==> src/rtl/cfgport_pkg.sv <==
package cfgport_pkg;
  localparam int PRE_W  = 4;
  localparam int QP_W   = 5;
  localparam int DIV_W  = 4;
  localparam int RSV_W  = 3;
  localparam int POST_W = 5;
  localparam int ND_W   = 3;
  localparam int MD_W   = 3;

  localparam int MD_LSB   = 0;
  localparam int ND_LSB   = MD_LSB + MD_W;
  localparam int POST_LSB = ND_LSB + ND_W;
  localparam int RSV_LSB  = POST_LSB + POST_W;
  localparam int DIV_LSB  = RSV_LSB + RSV_W;
  localparam int QPM1_LSB = DIV_LSB + DIV_W;
  localparam int QP_LSB   = QPM1_LSB + QP_W;
  localparam int PRE_LSB  = QP_LSB + QP_W;
  localparam int WORD_W   = PRE_LSB + PRE_W;
  localparam int QSUM_MAX = (1 << QP_W) - 1;

  typedef struct packed {
    logic [QP_W-1:0]   qp;
    logic [QP_W-1:0]   qpm1;
    logic [DIV_W-1:0]  divsel;
    logic [POST_W-1:0] postdiv;
    logic [ND_W-1:0]   ndiv;
    logic [MD_W-1:0]   mdiv;
  } synth_cfg_t;

  localparam synth_cfg_t CFG_RESET = '{qp: 5'd1, qpm1: 5'd0, divsel: 4'd7,
                                       postdiv: 5'd0, ndiv: 3'd5, mdiv: 3'd5};

  function automatic synth_cfg_t decode_word(input logic [WORD_W-1:0] w);
    synth_cfg_t c;
    c.qp      = w[QP_LSB   +: QP_W];
    c.qpm1    = w[QPM1_LSB +: QP_W];
    c.divsel  = w[DIV_LSB  +: DIV_W];
    c.postdiv = w[POST_LSB +: POST_W];
    c.ndiv    = w[ND_LSB   +: ND_W];
    c.mdiv    = w[MD_LSB   +: MD_W];
    return c;
  endfunction

  function automatic logic word_legal(input logic [WORD_W-1:0] w);
    logic [QP_W:0] qsum;
    qsum = {1'b0, w[QP_LSB +: QP_W]} + {1'b0, w[QPM1_LSB +: QP_W]};
    return (w[PRE_LSB +: PRE_W] == '0) && (w[RSV_LSB +: RSV_W] == '0) &&
           (qsum != '0) && (int'(qsum) <= QSUM_MAX);
  endfunction
endpackage

==> src/rtl/cfg_sync.sv <==
module cfg_sync #(
  parameter int STAGES = 2,
  parameter int W      = 3
) (
  input  logic         clk,
  input  logic         rst,
  input  logic [W-1:0] d,
  output logic [W-1:0] q
);
  logic [W-1:0] pipe [STAGES];

  always_ff @(posedge clk) begin
    if (rst) pipe[0] <= '0;
    else     pipe[0] <= d;
  end

  for (genvar s = 1; s < STAGES; s++) begin : g_stage
    always_ff @(posedge clk) begin
      if (rst) pipe[s] <= '0;
      else     pipe[s] <= pipe[s-1];
    end
  end

  assign q = pipe[STAGES-1];
endmodule

==> src/rtl/cfg_shifter.sv <==
module cfg_shifter #(
  parameter int WORD_W = 32,
  parameter int CNT_W  = 6
) (
  input  logic              clk,
  input  logic              rst,
  input  logic              cs_s,
  input  logic              sclk_s,
  input  logic              sdata_s,
  output logic [WORD_W-1:0] word,
  output logic [CNT_W-1:0]  count,
  output logic              frame_end
);
  localparam logic [CNT_W-1:0] CNT_MAX = '1;

  logic cs_d, sclk_d;
  logic sample, cs_rise;

  always_ff @(posedge clk) begin
    if (rst) begin
      cs_d   <= 1'b0;
      sclk_d <= 1'b0;
    end else begin
      cs_d   <= cs_s;
      sclk_d <= sclk_s;
    end
  end

  assign sample    = cs_s && sclk_s && !sclk_d;
  assign cs_rise   = cs_s && !cs_d;
  assign frame_end = cs_d && !cs_s;

  always_ff @(posedge clk) begin
    if (rst) begin
      word  <= '0;
      count <= '0;
    end else begin
      if (sample) word <= {word[WORD_W-2:0], sdata_s};
      if (cs_rise)
        count <= sample ? CNT_W'(1) : '0;
      else if (sample && count != CNT_MAX)
        count <= count + 1'b1;
    end
  end
endmodule

==> src/rtl/cfg_commit.sv <==
module cfg_commit
  import cfgport_pkg::*;
#(
  parameter int CNT_W = 6
) (
  input  logic              clk,
  input  logic              rst,
  input  logic              frame_end,
  input  logic [WORD_W-1:0] word,
  input  logic [CNT_W-1:0]  count,
  output synth_cfg_t        cfg,
  output logic              acquire,
  output logic              frame_error
);
  logic restart, full, accept;

  assign restart = frame_end && (count == '0);
  assign full    = frame_end && (int'(count) == WORD_W);
  assign accept  = full && word_legal(word);

  always_ff @(posedge clk) begin
    if (rst) begin
      cfg         <= CFG_RESET;
      acquire     <= 1'b0;
      frame_error <= 1'b0;
    end else begin
      acquire <= accept || restart;
      if (accept) cfg <= decode_word(word);
      if (frame_end) frame_error <= !(accept || restart);
    end
  end
endmodule

==> src/rtl/cfg_serial_port.sv <==
module cfg_serial_port
  import cfgport_pkg::*;
#(
  parameter int SYNC_STAGES = 2,
  parameter int CNT_W       = 6
) (
  input  logic              clk,
  input  logic              rst,
  input  logic              cs_in,
  input  logic              sclk_in,
  input  logic              sdata_in,
  output logic [QP_W-1:0]   qp_o,
  output logic [QP_W-1:0]   qpm1_o,
  output logic [DIV_W-1:0]  divsel_o,
  output logic [POST_W-1:0] postdiv_o,
  output logic [ND_W-1:0]   ndiv_o,
  output logic [MD_W-1:0]   mdiv_o,
  output logic              acquire_o,
  output logic              frame_error_o,
  output logic [CNT_W-1:0]  bit_count_o
);
  logic [2:0]        raw_lines, sync_lines;
  logic              cs_s, sclk_s, sdata_s;
  logic [WORD_W-1:0] word;
  logic              frame_end;
  synth_cfg_t        cfg;

  assign raw_lines = {cs_in, sclk_in, sdata_in};
  assign {cs_s, sclk_s, sdata_s} = sync_lines;

  cfg_sync #(.STAGES(SYNC_STAGES), .W(3)) u_sync (
    .clk(clk), .rst(rst), .d(raw_lines), .q(sync_lines));

  cfg_shifter #(.WORD_W(WORD_W), .CNT_W(CNT_W)) u_shift (
    .clk(clk), .rst(rst), .cs_s(cs_s), .sclk_s(sclk_s), .sdata_s(sdata_s),
    .word(word), .count(bit_count_o), .frame_end(frame_end));

  cfg_commit #(.CNT_W(CNT_W)) u_commit (
    .clk(clk), .rst(rst), .frame_end(frame_end), .word(word),
    .count(bit_count_o), .cfg(cfg), .acquire(acquire_o),
    .frame_error(frame_error_o));

  assign qp_o      = cfg.qp;
  assign qpm1_o    = cfg.qpm1;
  assign divsel_o  = cfg.divsel;
  assign postdiv_o = cfg.postdiv;
  assign ndiv_o    = cfg.ndiv;
  assign mdiv_o    = cfg.mdiv;
endmodule

==> config.mk <==
export PLATFORM = sky130hd
export DESIGN_NAME = cfg_serial_port
export DESIGN_NICKNAME = d
export VERILOG_FILES = /design/src/rtl/cfgport_pkg.sv /design/src/rtl/cfg_sync.sv /design/src/rtl/cfg_shifter.sv /design/src/rtl/cfg_commit.sv /design/src/rtl/cfg_serial_port.sv
export SDC_FILE = /design/constraint.sdc
export NUM_CORES = 1
export LEC_CHECK = 0
export BUFFER_PORTS_ARGS = -buffer_cell sky130_fd_sc_hd__buf_2
export CAP_MARGIN = 20
export CORE_ASPECT_RATIO = 1.2
export CORE_MARGIN = 4
export CORE_UTILIZATION = 60
export CTS_CLUSTER_DIAMETER = 60
export DETAILED_ROUTE_END_ITERATION = 10
export GPL_TIMING_DRIVEN = 0
export PLACE_DENSITY_LB_ADDON = 0.1
export SLEW_MARGIN = 20
export SYNTH_ARGS = -nofsm -noshare
export SYNTH_HDL_FRONTEND = slang
export SYNTH_SLANG_ARGS = --single-unit
==> constraint.sdc <==
create_clock -name clk -period 3.8 [get_ports clk]
set_input_delay 0.38 -clock clk [delete_from_list [all_inputs] [get_ports clk]]
set_output_delay 0.38 -clock clk [all_outputs]
set_load 0.01 [all_outputs]
==> impl_metrics.csv, run 1 <==
group,metric,value,unit
outcome,status,"complete, no violations",
logic_synthesis,avgSynthCellArea,9.00,sq um
drt,dr_total_vias,2309,
grt,gr-total-overflow,0,
floorplan,dieHeight,85.3,um
cts,cts_root_buf,"clkbuf_8",
place,portBuffers,36,
cts,h-tree-depth,3,
power,vdd.ir_drop.worst,0.000400,V
timing,worst_pin_slew,0.463,ns
timing,setup_viol,0,
cts,cts_resized,0,
logic_synthesis,synth_nets,345,
timing,hold_violations,0,
logic_synthesis,synth.area.top_cells,"dfxtp_1 (49%), mux2i_1 (8.7%), nand2_1 (8.4%), nand2b_1 (7.1%), a21oi_1 (5.9%)",
power,power.leakage,1.27,nW
setup_path,worst_setup_path_start_kind,"flop",
cells_and_area,antenna_cells,0,
drt,ant_nets,0,
timing,finalWorstPathRequiredPeriod,2.36,ns
power,switching_share,20.7,%
grt,grt_use_total,20.5,%
timing,drv_slew,0,
cells_and_area,fin_nets,392,
timing,fmax,423,MHz
power,powerDensity,410,mW/mm^2
logic_synthesis,synthCells,332,
cts,post_cts_buffers,0,
drt,first_pass_iters,5,
floorplan,fp.dieArea,0.00618,sq mm
cells_and_area,layout_common_cells,"dfxtp_1 (73), nand2_1 (67), buf_2 (36), a21oi_1 (35), nand2b_1 (34)",
setup_path,r2r-start,"u_shift.word[23]",
logic_synthesis,synth_cell_types,35,
logic_synthesis,yosysTopAreaCell,"dfxtp_1",
floorplan,fp.dieW,72.4,um
logic_synthesis,synth_seq_cells,73,
drt,route.detailed.drc,0,
cts,numCtsBuffers,9,
power,combPwrFrac,2.6,%
logic_synthesis,syn_area,0.00299,sq mm
drt,drt-initial-drc-count,76,
logic_synthesis,ys_seq_area_share,48.9,%
cells_and_area,drive_above_1_share,15.1,%
grt,grt_max_degree,12,
cts,path_clk_slew,0.07,ns
timing,setup_tns,0,ns
power,p_switching,291,uW
grt,antenna_found_initial,0,
place,routabilityCongestion,0.827,
setup_path,crit_type,"reg2reg",
cts,clock_path_buffers,2,
cts,holdBufCountCts,0,
power,p_seq_share,54.8,%
cts,cts_sinks,73,
timing,clock_skew,0.00578,ns
timing,finalCritPeriodShare,62.1,%
floorplan,core_area,0.00470,sq mm
setup_path,reg2reg_slack,1.44,ns
power,p_clk_share,42.6,%
floorplan,rows,27,
cells_and_area,post-route-cell-area,0.00344,sq mm
cts,cts_tree,"built",
flow_run,cap_violations,0,
cells_and_area,syn_to_final_growth,15.0,%
power,finalPower,1.41,mW
logic_synthesis,yosys.area.top_type_share,48.9,%
cells_and_area,final_common_cell,"dfxtp_1",
setup_path,crit_start,"u_shift.word[23]",
floorplan,initial_utilization,63.6,%
place,dpl_cell_area,0.00324,sq mm
drt,via_per_inst,5.24,
setup_path,crit_fanout,10,
place,dp.final_hpwl,4130,um
drt,wl_per_cell,13.3,um
cts,clk_latency,0.34,ns
setup_path,crit_path_end_kind,"flop",
grt,grt_pass1_wl,9850,um
hold_path,worstHoldStart,"sclk_in",
hold_path,hp-class,"in2reg",
setup_path,arrival,2.59,ns
setup_path,critPathRequiredTime,4.03,ns
grt,grt_pass1_vias,2234,
logic_synthesis,yosys_warnings,0,
floorplan,io_pins,38,
timing,rsz0062_at_grt,"no",
power,power.internal,1.12,mW
timing,relSlewSlack,69.1,%
drt,wl,5870,um
-- final timing paths --
path	endpoint	cells after the start
max	u_commit.cfg[1]	8
min	u_sync.pipe[0][1]	2
max reg2reg	u_commit.cfg[1]	8
min reg2reg	u_sync.pipe[1][1]	1
-- kinds of logic (layout without fill, tap and decap cells) --
kind of cell / Yosys count / count (layout) / synth area share [%]
and+or+nand+nor: 152 / 152 / 24.6
DFF: 73 / 73 / 48.9
AOI/OAI and AO/OA: 48 / 48 / 9.55
muxes: 26 / 26 / 8.71
buffers and inverters: 24 / 75 / 4.35
adders and majority gates: 8 / 8 / 3.60
xor gates and xnor gates: 1 / 1 / 0.293
-- critical path, cell delays in order (launching register included) --
cell and delay, ns:
dfxtp_1 0.43, ha_1 0.22, fa_1 0.42, or4_4 0.49, nor3_2 0.14, a2111oi_2 0.10, buf_6 0.17, buf_12 0.16
mux2i_1 0.12
-- through the flow --
| step | util, % | worst slack (ns) | instances | hold WS (ns) |
|---|---|---|---|---|
| after global placement | 69.0 | 1.47 | 426 | 0.422 |
| after detailed placement | 69.0 | 1.48 | 426 | 0.440 |
| after CTS | 73.2 | 1.45 | 441 | 0.243 |
| final | 73.2 | 1.44 | 441 | 0.248 |
| after global routing | 73.2 | 1.30 | 441 | 0.256 |
| after floorplan | - | 1.63 | 332 | 0.414 |
-- power by group through the flow --
stage	combinational [mW]	clock (mW)	sequential (mW)
finish	0.0364	0.600	0.771
global route	0.0401	0.647	0.771
CTS	0.0367	0.611	0.771
detailed placement	0.0366	0	0.788
global placement	0.0363	0	0.788
floorplan	0.0259	0	0.788
-- synthesized netlist by cell type --
library cell	number
a2111oi_2	1
a211oi_1	3
a21o_1	1
a21oi_1	35
a311oi_1	1
a31o_1	1
a31oi_1	1
and3_1	1
and3b_1	1
buf_12	2
buf_6	1
clkbuf_1	17
dfxtp_1	73
fa_1	1
ha_1	7
inv_1	4
mux2i_1	26
nand2_1	67
nand2b_1	34
nand3_1	2
nand3b_1	1
nand4_1	2
nor2_1	26
nor2b_1	11
nor3_1	2
nor3_2	1
nor4_1	1
nor4_2	1
nor4b_1	1
o211ai_1	2
o21ai_0	1
o21ba_1	1
o221a_2	1
or4_4	1
xor2_1	1
-- per-layer routing --
metal | up-vias | track usage (%) | part of all wire [%]
met5 | - | 0 | 0
met4 | 0 | 9.40 | 1.8
met3 | 9 | 5.21 | 4.2
met2 | 42 | 35.4 | 49
met1 | 1064 | 23.3 | 45
li1 | 1194 | - | -
-- flip-flops by register name, summed over array words and instances (netlist names) --
signal / flops
u_shift.cs_d: 1
u_shift.word: 32
u_commit.frame_error: 1
u_shift.sclk_d: 1
u_commit.cfg: 25
u_sync.pipe: 6
u_commit.acquire: 1
u_shift.count: 6
-- cell type report --
cell class | count | area [sq um]
sequential | 73 | 1460
multi-input combinational | 235 | 1400
fill | 358 | 1260
timing repair buffer | 36 | 180
clock buffer | 12 | 155
buffer | 20 | 115
tap | 58 | 72.6
clock inverter | 3 | 40.0
inverter | 4 | 15.0
(Power assumes the default switching activity.)
==> run 2, diff against run 1 <==
--- a/config.mk
+++ b/config.mk
@@ -5,11 +5,12 @@
 export SDC_FILE = /design/constraint.sdc
 export NUM_CORES = 1
 export LEC_CHECK = 0
+export ABC_AREA = 1
 export BUFFER_PORTS_ARGS = -buffer_cell sky130_fd_sc_hd__buf_2
 export CAP_MARGIN = 20
 export CORE_ASPECT_RATIO = 1.2
 export CORE_MARGIN = 4
-export CORE_UTILIZATION = 60
+export CORE_UTILIZATION = 51
 export CTS_CLUSTER_DIAMETER = 60
 export DETAILED_ROUTE_END_ITERATION = 10
 export GPL_TIMING_DRIVEN = 0
==> constraint.sdc (replaced) <==
create_clock -name clk -period 2.1 [get_ports clk]
set_input_delay 0.21 -clock clk [delete_from_list [all_inputs] [get_ports clk]]
set_output_delay 0.21 -clock clk [all_outputs]
set_load 0.01 [all_outputs]
==> run 2 against run 1 <==
  * Cell area rose by 3.1%
  * Non-clock buffer count rose by 1
  * Combinational power rose by 130%
  * Critical path type unchanged
  * Fmax rose by 22%
  * Critical endpoint is now u_commit.cfg[21]
  * Die area rose by 15%
  * Largest cell class unchanged
  * Clock power rose by 120%
  * Flip-flop and latch count did not move
  * Power rose by 100%
  * Sequential share of layout area fell by 1.2 points
==> impl_metrics.csv, run 2 <==
group,metric,value,unit
cts,clk_latency,0.34,ns
drt,ant_nets,0,
logic_synthesis,synth.most_common_cell,"nor2_1",
cells_and_area,final_common_cell,"nor2_1",
cts,cts_root_buf,"clkbuf_8",
setup_path,cp_num_buf_inv,1,
setup_path,arrival,2.18,ns
floorplan,rows,30,
timing,fmax,517,MHz
place,portBuffers,37,
hold_path,whs_path_depth,3,
cts,cts_sinks,73,
drt,wl,6170,um
drt,wl_met3,305,um
cts,path_clk_slew,0.08,ns
setup_path,reg2regPathDepth,11,
logic_synthesis,synthCells,410,
cts,h-tree-depth,3,
drt,drt-initial-drc-count,143,
cts,holdBufCountCts,0,
floorplan,io_pins,38,
drt,wl_per_cell,11.3,um
floorplan,core_area,0.00567,sq mm
cells_and_area,largest_register,"u_shift.word",
logic_synthesis,synth_seq_cells,73,
cells_and_area,finish.utilization,62.5,%
grt,grt_use_total,19.0,%
cells_and_area,top_regs,"u_shift.word (32), u_commit.cfg (25)",
setup_path,critPathRequiredTime,2.34,ns
drt,first_pass_iters,4,
drt,topRoutingLayerUsed,"met4",
setup_path,crit_type,"reg2reg",
drt,wl_met1,2710,um
cts,cts_tree,"built",
setup_path,crit_family,"simple AND/OR/NAND/NOR gates",
flow_run,cap_violations,0,
cells_and_area,drive_above_1_share,15.9,%
setup_path,crit_path_end_kind,"flop",
drt,via_per_inst,4.82,
hold_path,hp-class,"in2reg",
place,routabilityCongestion,0.788,
power,vdd.ir_drop.worst,0.000563,V
timing,clock_skew,0.00798,ns
setup_path,crit_path_frequent_cell,"nand2_1",
timing,setup_tns,0,ns
setup_path,crit_chain,"ha_1 > fa_1 > nor2_1 > nand2_1 > nor2_2 > nand3_4 > nand3_4 > buf_6 > nand2_1 > nand2_1 > nor2_1",
grt,antenna_found_initial,0,
floorplan,fp.dieW,77.7,um
outcome,status,"complete, no violations",
logic_synthesis,synth.area.top_cells,"dfxtp_1 (49%), nor2_1 (14%), nand2_1 (9.2%), o21ai_0 (6.1%), inv_1 (5.8%)",
setup_path,crit_fanout,10,
grt,gr-total-overflow,0,
cells_and_area,layout_common_cells,"nor2_1 (112), nand2_1 (73), dfxtp_1 (71), inv_1 (46), buf_2 (40)",
logic_synthesis,synth_async_sr_flop_share,0,%
cells_and_area,fin_nets,474,
cells_and_area,fillCellCount,529,
logic_synthesis,syn_area,0.00298,sq mm
logic_synthesis,yosysTopAreaCell,"dfxtp_1",
logic_synthesis,yosys-top-cells-count,"nor2_1 (113), dfxtp_1 (73), nand2_1 (73), inv_1 (46), o21ai_0 (36)",
timing,hold_violations,0,
grt,grt_pass1_vias,2472,
logic_synthesis,yosys_warnings,0,
setup_path,worst_setup_path_start_kind,"flop",
drt,dr_total_vias,2633,
timing,rsz0062_at_grt,"no",
logic_synthesis,synth_nets,423,
floorplan,fp.dieArea,0.00713,sq mm
power,powerDensity,795,mW/mm^2
setup_path,slowest_delay,0.44,ns
logic_synthesis,synth_cell_types,21,
logic_synthesis,ys_seq_area_share,49.1,%
logic_synthesis,synth_edf_count,0,
setup_path,crit_slowest_cell,"fa_1",
cts,numCtsBuffers,9,
timing,relSlewSlack,68.4,%
floorplan,initial_utilization,52.5,%
cells_and_area,antenna_cells,0,
timing,drv_slew,0,
place,dp.final_hpwl,4400,um
cells_and_area,syn_to_final_growth,19.0,%
logic_synthesis,yosys.area.top_type_share,49.1,%
drt,met2_length,3080,um
timing,worst_pin_slew,0.475,ns
timing,finalCritPeriodShare,92.2,%
grt,grt_max_degree,14,
power,power.leakage,1.92,nW
cells_and_area,largest_reg_flops,32,
drt,route.detailed.drc,0,
timing,finalWorstPathRequiredPeriod,1.94,ns
setup_path,crit_cells,11,
timing,setup_viol,0,
cts,clock_path_buffers,2,
grt,grt_pass1_wl,10900,um
logic_synthesis,avgSynthCellArea,7.26,sq um
logic_synthesis,synth_top_flop_cell,"dfxtp_1",
floorplan,dieHeight,91.7,um
## run 2: changes by cell type in the layout (fill, tap and decap cells not counted), moves of 6 or more
| cell | delta |
|---|---|
| nor2_1 | +86 |
| inv_1 | +42 |
| o21ai_0 | +35 |
| nand2b_1 | -34 |
| mux2i_1 | -26 |
| a21oi_1 | -25 |
| nand3_1 | +11 |
| nor2b_1 | -11 |
| nand4_1 | +9 |
| clkbuf_1 | -7 |
| nand2_1 | +6 |
## run 2: timing repair
item	in CTS	in global routing
endpoints found under the setup margin	27	27
pin swaps	0	1
gates resized for setup	3	2
cloned	0	0
buffers inserted	1	2
hold endpoints to repair	0	0
## run 2: cells by family (layout without fill, tap and decap cells)
logic type / count (synthesis) / after routing / share of synthesized area (%)
adders and majority gates: 8 / 8 / 3.62
AOI/OAI and AO/OA: 47 / 47 / 7.95
and+or+nand+nor: 217 / 217 / 30.2
DFF: 73 / 73 / 49.1
buffers and inverters: 65 / 121 / 9.08
## run 2: final timing paths
check                                    endpoint  slack [ns]         startpoint
worst min-delay path            u_sync.pipe[0][0]        0.06           sdata_in
worst max register to register   u_commit.cfg[21]        0.16   u_shift.word[18]
worst min register to register  u_sync.pipe[1][0]        0.41  u_sync.pipe[0][0]
worst max-delay path             u_commit.cfg[21]        0.16   u_shift.word[18]
## run 2: final cells by class
class | count | area, sq um | share of cell area, %
Buffer | 17 | 93.8 | 2.65
Clock buffer | 10 | 128 | 3.60
Clock inverter | 6 | 115 | 3.25
Inverter | 48 | 180 | 5.09
Multi-Input combinational cell | 272 | 1250 | 35.4
Sequential cell | 73 | 1460 | 41.3
Tap cell | 80 | 100 | 2.83
Timing Repair Buffer | 40 | 208 | 5.86
## run 2: layer usage
layer  track usage (%)  vias up
li1                  -     1371
met1              22.5     1192
met2              32.8       59
met3              4.52       11
met4              7.42        0
met5                 0        -
## run 2: worst register-to-register path, cell delays in order (launching register included)
cell	delay, ns
dfxtp_2	0.35
ha_1	0.22
fa_1	0.44
nor2_1	0.09
nand2_1	0.06
nor2_2	0.14
nand3_4	0.10
nand3_4	0.12
buf_6	0.16
nand2_1	0.06
nand2_1	0.05
nor2_1	0.04
## run 2: through the flow
step / worst slack, ns / power, mW / cells / cell area, sq um / hold WS [ns]
CTS: 0.0230 / 2.85 / 544 / 3520 / 0.0485
finish: 0.164 / 2.82 / 546 / 3540 / 0.0596
floorplan: 0.224 / 1.49 / 410 / 2980 / 0.279
global route: 0.00141 / 2.93 / 546 / 3540 / 0.0555
global placement: -0.0439 / 1.52 / 527 / 3260 / 0.391
detailed placement: -0.0377 / 1.52 / 527 / 3260 / 0.397
## run 2: where the power goes
group | internal, mW | switching [mW]
Clock | 0.796 | 0.528
Combinational | 0.0281 | 0.0554
Sequential | 1.40 | 0.0102
==> run 3, diff against run 2 <==
--- a/config.mk
+++ b/config.mk
@@ -10,7 +10,8 @@
 export CAP_MARGIN = 20
 export CORE_ASPECT_RATIO = 1.2
 export CORE_MARGIN = 4
-export CORE_UTILIZATION = 51
+export CORE_UTILIZATION = 54
+export CTS_BUF_LIST = sky130_fd_sc_hd__clkbuf_2 sky130_fd_sc_hd__clkbuf_4 sky130_fd_sc_hd__clkbuf_8
 export CTS_CLUSTER_DIAMETER = 60
 export DETAILED_ROUTE_END_ITERATION = 10
 export GPL_TIMING_DRIVEN = 0
==> run 3 against run 2 <==
  * Sequential share of layout area grew 0.23 points
  * Routed wire length grew 0.18%
  * Count of clock-buffer cells in the layout is the same
  * Cell count shrank 3.5%
  * Die area shrank 5.0%
  * Fmax shrank 1.1%
  * Worst hold slack lost 0.0028 ns
  * Critical endpoint is now u_commit.cfg[10]
==> impl_metrics.csv, run 3 (synthesized netlist as in run 2, its figures left out) <==
group,metric,value,unit
outcome,status,"complete, no violations",
cells_and_area,largest_reg_flops,32,
cts,cts_root_buf,"clkbuf_8",
grt,grt_max_degree,14,
setup_path,crit_path_frequent_cell,"nand2_1",
drt,drt-initial-drc-count,138,
place,routabilityCongestion,0.811,
setup_path,crit_chain,"ha_1 > fa_1 > nor2_1 > nand2_1 > nor2_2 > nand3_4 > nand3_4 > buf_6 > nand2_1 > nand2_1 > nor2_1",
timing,setup_viol,0,
drt,first_pass_iters,4,
floorplan,dieHeight,89.3,um
drt,via_per_inst,5.04,
floorplan,rows,29,
floorplan,core_area,0.00533,sq mm
power,combPwrFrac,3.0,%
grt,antenna_found_initial,0,
place,dp.final_hpwl,4340,um
cells_and_area,layout_common_cells,"nor2_1 (112), nand2_1 (72), dfxtp_1 (71), inv_1 (46), buf_2 (40)",
setup_path,critPathRequiredTime,2.35,ns
power,switching_share,21.2,%
cells_and_area,post-route-cell-area,0.00352,sq mm
power,powerDensity,805,mW/mm^2
power,finalPower,2.84,mW
power,power.leakage,1.92,nW
timing,clock_skew,0.0107,ns
place,dpl_cell_area,0.00324,sq mm
timing,finalWorstPathRequiredPeriod,1.96,ns
setup_path,arrival,2.20,ns
flow_run,cap_violations,0,
timing,relSlewSlack,66.9,%
cells_and_area,syn_to_final_growth,18.4,%
place,dp_cells,509,
power,vdd.ir_drop.worst,0.000631,V
grt,grt_use_total,20.6,%
timing,rsz0062_at_grt,"no",
cts,clock_path_buffers,2,
grt,gr-total-overflow,0,
cells_and_area,seq_area,0.00146,sq mm
setup_path,crit_fanout,10,
cts,clk_latency,0.35,ns
cells_and_area,largest_register,"u_shift.word",
place,pre_cts_slack,-0.0272,ns
timing,drv_slew,0,
setup_path,crit_path_end_kind,"flop",
setup_path,slowest_delay,0.44,ns
setup_path,crit_family,"simple AND/OR/NAND/NOR gates",
cells_and_area,finish.utilization,66.0,%
cells_and_area,instances_no_fill,527,
cells_and_area,top_regs,"u_shift.word (32), u_commit.cfg (25)",
drt,wl_per_cell,11.7,um
power,p_clk_share,47.3,%
setup_path,worst_setup_path_start_kind,"flop",
cells_and_area,antenna_cells,0,
cells_and_area,fillCellCount,483,
cells_and_area,drive_above_1_share,16.1,%
hold_path,hp-class,"in2reg",
floorplan,fp.dieArea,0.00677,sq mm
floorplan,initial_utilization,55.8,%
power,power.internal,2.24,mW
timing,fmax,511,MHz
drt,wl,6190,um
power,p_switching,600,uW
timing,finalWorstSetupSlack,0.144,ns
cells_and_area,fin_nets,473,
cts,path_clk_slew,0.08,ns
setup_path,crit_slowest_cell,"fa_1",
floorplan,fp.dieW,75.8,um
grt,grt_pass1_wl,10500,um
power,p_seq_share,49.7,%
cts,cts_tree,"built",
drt,ant_nets,0,
drt,route.detailed.drc,0,
place,portBuffers,37,
grt,grt_pass1_vias,2363,
cts,h-tree-depth,3,
cells_and_area,multi_input_area,0.00126,sq mm
timing,finalCritPeriodShare,93.2,%
timing,worst_pin_slew,0.496,ns
setup_path,cp_num_buf_inv,1,
drt,dr_total_vias,2657,
timing,hold_violations,0,
cells_and_area,final_common_cell,"nor2_1",
cts,numCtsBuffers,9,
cts,cts_sinks,73,
setup_path,crit_type,"reg2reg",
floorplan,io_pins,38,
[run 3: per-layer routing]
metal	share of wire, %	track usage, %	vias up	routed length (um)
li1	-	-	1371	-
met4	1.6	7.95	0	96
met1	45	24.5	1218	2770
met2	49	34.7	58	3010
met5	0	0	-	0
met3	4.9	5.51	10	304
[run 3: cell type report]
class	instances	share of cell area (%)
Buffer	17	2.77
Clock buffer	10	3.73
Clock inverter	6	3.27
Inverter	48	5.12
Multi-Input combinational cell	272	35.7
Sequential cell	73	41.6
Tap cell	62	2.20
Timing Repair Buffer	39	5.68
[run 3: repair_timing]
| action | CTS | global route |
|---|---|---|
| buffers inserted | 0 | 2 |
| cloned | 0 | 0 |
| pin swaps | 0 | 1 |
| endpoints found under the setup margin | 26 | 27 |
| hold buffers | 0 | 0 |
| hold endpoints to repair | 0 | 0 |
| resized for setup | 3 | 4 |
[run 3: path summary, 6_finish.rpt]
path,startpoint,to,slack [ns],depth (start not counted)
min reg2reg,u_sync.pipe[0][2],u_sync.pipe[1][2],0.41,2
max reg2reg,u_shift.word[18],u_commit.cfg[10],0.14,11
min,sdata_in,u_sync.pipe[0][0],0.06,3
max,u_shift.word[18],u_commit.cfg[10],0.14,11
[run 3: worst min-delay path: cells and delay by family]
family                 cells  cell delay [ns]
buffers and inverters      2             0.10
AND/OR/NAND/NOR            1             0.06
[run 3: power groups by stage]
stage          logic (mW)  registers (mW)  clock network [mW]
2_1_floorplan      0.0551            1.44                   0
3_5_place_dp       0.0790            1.44                   0
4_1_cts            0.0820            1.41                1.37
3_3_place_gp       0.0774            1.44                   0
6_report           0.0847            1.41                1.34
5_1_grt            0.0963            1.41                1.43
[run 3: through the flow]
stage                     setup TNS, ns  hold WS (ns)
after floorplan                       0         0.279
after global placement           -0.550         0.390
after detailed placement         -0.307         0.394
after CTS                             0        0.0422
after global routing                  0        0.0647
final                                 0        0.0568
